### config.mk
export PLATFORM = sky130hd
export DESIGN_NAME = srl_chain
export DESIGN_NICKNAME = d
export VERILOG_FILES = /design/src/rtl/srl_pkg.sv /design/src/rtl/srl_unit.sv /design/src/rtl/srl_sel.sv /design/src/rtl/srl_chain.sv
export SDC_FILE = /design/constraint.sdc
export NUM_CORES = 1
export LEC_CHECK = 0
export BUFFER_PORTS_ARGS = -buffer_cell sky130_fd_sc_hd__buf_2
export CORE_MARGIN = 5
export CORE_UTILIZATION = 56
export DETAILED_ROUTE_END_ITERATION = 10
export GPL_TIMING_DRIVEN = 1
export PLACE_DENSITY = 0.8
export SYNTH_ARGS = -nofsm -noshare
export SYNTH_HDL_FRONTEND = slang
export SYNTH_SLANG_ARGS = --single-unit
### constraint.sdc
create_clock -name clk -period 2.9 [get_ports clk]
set_clock_uncertainty 0.15 [all_clocks]
set_input_delay 0.725 -clock clk [delete_from_list [all_inputs] [get_ports clk]]
set_output_delay 0.725 -clock clk [all_outputs]
set_load 0.05 [all_outputs]
### src/rtl/srl_pkg.sv
package srl_pkg;

  localparam int SRL_DEPTH_DEF = 16;
  localparam int SRL_UNITS_DEF = 8;

  // Width of an address spanning the complete line of units*depth stages.
  function automatic int addr_bits(int depth, int units);
    return $clog2(depth * units);
  endfunction

  // Width of the field choosing one unit; at least one bit wide.
  function automatic int unit_bits(int units);
    return (units > 1) ? $clog2(units) : 1;
  endfunction

endpackage

### src/rtl/srl_unit.sv
module srl_unit #(
  parameter int DEPTH = 16,
  localparam int SW = $clog2(DEPTH)
) (
  input  logic          clk,
  input  logic          rst_n,
  input  logic          ce,
  input  logic          d_in,
  input  logic [SW-1:0] tap_sel,
  output logic          tap_out,
  output logic          head_out,
  output logic          casc_out
);

  logic [DEPTH-1:0] q;

  // Stage 0 takes the new bit; stage k takes stage k-1.
  always_ff @(posedge clk or negedge rst_n) begin
    if (!rst_n) begin
      q <= '0;
    end else if (ce) begin
      q <= {q[DEPTH-2:0], d_in};
    end
  end

  // The tap is read without a register, so an address change is seen at once.
  always_comb tap_out = q[tap_sel];

  assign head_out = q[0];
  assign casc_out = q[DEPTH-1];

endmodule

### src/rtl/srl_sel.sv
module srl_sel #(
  parameter int N  = 8,
  parameter int IW = 3
) (
  input  logic [N-1:0]  in_vec,
  input  logic [IW-1:0] idx,
  output logic          out_bit
);

  generate
    if (N == 1) begin : g_single
      logic unused_idx;
      assign unused_idx = ^idx;
      assign out_bit    = in_vec[0];
    end else begin : g_multi
      always_comb out_bit = in_vec[idx];
    end
  endgenerate

endmodule

### src/rtl/srl_chain.sv
module srl_chain
  import srl_pkg::*;
#(
  parameter int DEPTH = SRL_DEPTH_DEF,
  parameter int UNITS = SRL_UNITS_DEF,
  localparam int AW = addr_bits(DEPTH, UNITS)
) (
  input  logic          clk,
  input  logic          rst_n,
  input  logic          ce,
  input  logic          din,
  input  logic [AW-1:0] addr,
  output logic          dout,
  output logic          cascade_out
);

  localparam int SW = $clog2(DEPTH);
  localparam int UW = unit_bits(UNITS);

  // The low address bits pick a stage inside a unit.
  function automatic logic [SW-1:0] tap_of(logic [AW-1:0] a);
    return a[SW-1:0];
  endfunction

  // The high address bits pick the unit.
  function automatic logic [UW-1:0] unit_of(logic [AW-1:0] a);
    return UW'(a >> SW);
  endfunction

  logic [UNITS-1:0] unit_in;
  logic [UNITS-1:0] unit_tap;
  logic [UNITS-1:0] unit_head;
  logic [UNITS-1:0] unit_casc;
  logic [SW-1:0]    tap_idx;
  logic [UW-1:0]    unit_idx;

  assign tap_idx  = tap_of(addr);
  assign unit_idx = unit_of(addr);

  generate
    for (genvar g = 0; g < UNITS; g++) begin : g_unit
      if (g == 0) begin : g_first
        assign unit_in[g] = din;
      end else begin : g_next
        assign unit_in[g] = unit_casc[g-1];
      end

      srl_unit #(.DEPTH(DEPTH)) u_unit (
        .clk      (clk),
        .rst_n    (rst_n),
        .ce       (ce),
        .d_in     (unit_in[g]),
        .tap_sel  (tap_idx),
        .tap_out  (unit_tap[g]),
        .head_out (unit_head[g]),
        .casc_out (unit_casc[g])
      );
    end
  endgenerate

  srl_sel #(.N(UNITS), .IW(UW)) u_sel (
    .in_vec  (unit_tap),
    .idx     (unit_idx),
    .out_bit (dout)
  );

  assign cascade_out = unit_casc[UNITS-1];

endmodule

==> results.txt <==
run status = complete, but fails checks
violations in the final reports = setup timing
Antenna Violating Nets Remaining = 0
Critical R2R Launch = g_unit[1].u_unit.q[7]
HPWL Detailed = 6980 um
clock period minus worst slack = 3460 ps
initial core utilization = 56.9%
total vias in the final route = 3210
switching power as a share of total power = 22.9%
worst path arrival time = 2580 ps
final hold viol count = 0
number of maximum-capacitance violations = 0
initial DRC count = 194
largest registers ranked by flip-flop count = g_unit.u_unit.q (128)
Mapped Avg Cell Area = 16.3 um^2
Netlist cell types = 26
maximum number of pins on one net before global-route repair = 52
clock buffers created by TritonCTS = 17
TritonCTS sink count = 128
final cell count without fillers = 550
static leakage = 3.33 nW
Ant. Diodes = 0
fraction of post-synthesis cell area in the top cell type by area = 55.0%
GRT Util Overall = 18.9%
first-pass GRT wire length = 18600 um
die width = 112 um
H-tree Lvls = 4
ratio of cells with drive above 1 in the final layout = 58.0%
clock tree from TritonCTS = yes
count of warnings emitted by yosys = 0
antenna violations before repair = 0
clock root buffer master = clkbuf_8
number of DRC violations after detailed routing = 0
Peak Freq = 289 MHz
Final TNS setup = -558 ps
hold buffer count at cts = 0
RD Place Congestion = 0.772
total global routing overflow = 0
Worst setup SP type = flip-flop
input/output buffers = 12
Layout Area Growth over Synthesis = 19.0%
final routed wirelength across all metal layers = 10300 um
XOR/XNOR share of the synthesized area = 0%
adder and majority gate portion of the synthesized area = 0%
Peak supply drop = 0.000483 V
worst slew margin relative to its limit = 51.8%
cell count after synthesis = 356
number of global-route vias before repair = 3658
count of state elements after synthesis = 128
power density over cell area = 685 nW/um^2
setup bufs post-CTS = 0
clock buffer depth = 2
internal power = 3.66 mW
post-synthesis compound-gate area fraction = 0.645%
Yosys top cell by area = dfrtp_1
post-layout worst setup margin = -558 ps
post-layout net count = 412
Comb pwr share = 12.3%
clock transition at the registers of the reported paths = 60 ps
top-level port count = 13
final setup violation count = 1
Cells after DPL = 518
proportion of synthesized area in mux cells = 39.5%
category of the most critical setup path = flip-flop to output port
die outline height = 112 um
top cells by area in the synthesized netlist = dfrtp_1 (55%), mux2_2 (25%), mux4_2 (10%)
critical path endpoint category = output port
pin slew with the least headroom to its limit = 723 ps
Pre-Repair DR Iteration Count = 4
FILL cells = 689
total standard cell area after synthesis = 5820 um^2
combinational family with the most area after synthesis = multiplexers
routed vias/inst = 5.84
wire per inst = 18.8 um
die area = 12500 um^2
data required time of the worst path = 2030 ps
fraction of power consumed by the clock network = 43.8%
Largest Register = g_unit.u_unit.q
class of the tightest hold or removal check = input pin to async pin
maximum fanout count along the critical path = 2
Psw = 1.08 mW
register area share after synthesis = 55.0%
Core Footprint = 10200 um^2
worst skew pair latency = 520 ps
number of placement rows = 37
max-slew violation count = 0
final period utilization = 119%
syn_nets = 367
total power draw = 4.74 mW
max reg flops = 128
worst setup path start = g_unit[1].u_unit.q[7]
Reg power frac = 43.9%
RSZ-0062 raised after global routing = yes
simple-gate area share of the yosys netlist = 2.86%
==> repair_timing <==
item | 4_1_cts | 5_1_grt
pin swaps | 1 | 1
gates resized for setup | 4 | 0
endpoints found under the setup margin | 1 | 1
==> final cells by class <==
class / instances / area [um^2] / share of cell area, %
Sequential cell: 128 / 3200 / 46.2
Clock buffer: 23 / 487 / 7.02
Tap cell: 136 / 170 / 2.46
Multi-Input combinational cell: 203 / 2490 / 36.0
Clock inverter: 9 / 105 / 1.52
Timing Repair Buffer: 51 / 470 / 6.79
==> metrics by stage <==
step | instance area [um^2] | utilization [%] | hold WS, ps | setup slack, ps
final | 6930 | 67.7 | 124 | -558
after global routing | 6930 | 67.7 | 149 | -670
after CTS | 6930 | 67.7 | 111 | -591
after detailed placement | 6320 | 61.8 | 360 | -607
after global placement | 6320 | 61.8 | 351 | -598
after floorplan | 5820 | - | 279 | -525
==> synth_stat cells <==
cell	number
o22ai_1	1
and3b_1	2
nand3b_1	2
mux4_2	26
mux2i_1	9
dfrtp_1	128
nand4b_1	2
nor4_1	3
a221oi_1	1
or3b_2	1
nand2_1	3
a31oi_1	1
clkbuf_1	14
buf_2	6
nor2b_1	3
nor2_1	5
mux4_1	7
buf_6	1
a2111oi_0	1
buf_4	1
nand4_1	2
mux2_2	128
nand3_1	4
buf_1	3
a22oi_1	1
nor3b_1	1
==> cells in the final DEF, fill, tap and decap left out, types with 5 or more instances in the layout <==
cell type  count
buf_12         8
buf_2          8
buf_4         33
clkbuf_16     16
clkbuf_8       6
dfrtp_1      128
mux2_2       128
mux2i_1        9
mux4_2        29
nor2_1         5
==> kinds of logic (layout without fill, tap and decap cells) <==
kind of cell    Yosys count  in the layout
mux                     170            170
flops                   128            128
simple gates             28             28
buf+inv                  25             83
compound gates            5              5
==> power groups by stage <==
stage	combinational (mW)	clock (mW)	sequential, mW
after detailed placement	0.585	0	2.12
after floorplan	0.379	0	2.07
after global routing	0.638	2.22	2.11
after global placement	0.563	0	2.11
after CTS	0.593	2.12	2.09
final	0.583	2.08	2.08
==> worst max-delay path, stage by stage (launching register included) <==
cell and delay, ps:
dfrtp_1 390, mux4_2 460, mux4_2 500, and3b_1 180
a31oi_1 170, nand4_1 170, buf_6 190
==> final timing paths <==
kind,endpoint,slack (ps),cells after the start
min in group clk,g_unit[0].u_unit.q[0],290,2
max in group asynchronous,g_unit[2].u_unit.q[6],1810,2
hold reg to reg,g_unit[1].u_unit.q[10],370,1
hold / removal,g_unit[4].u_unit.q[3],120,1
setup reg to reg,g_unit[1].u_unit.q[7],1850,2
setup / recovery,dout,-560,6
==> routing by layer <==
layer  vias to the layer above  wire (um)  track usage, %
li1                       1453          -               -
met1                      1686       4480            25.1
met2                        57       5260            29.3
met3                        14        422            5.82
met4                         0        177            7.69
met5                         -          0               0
No activity file was read; power rests on OpenSTA's default activity.
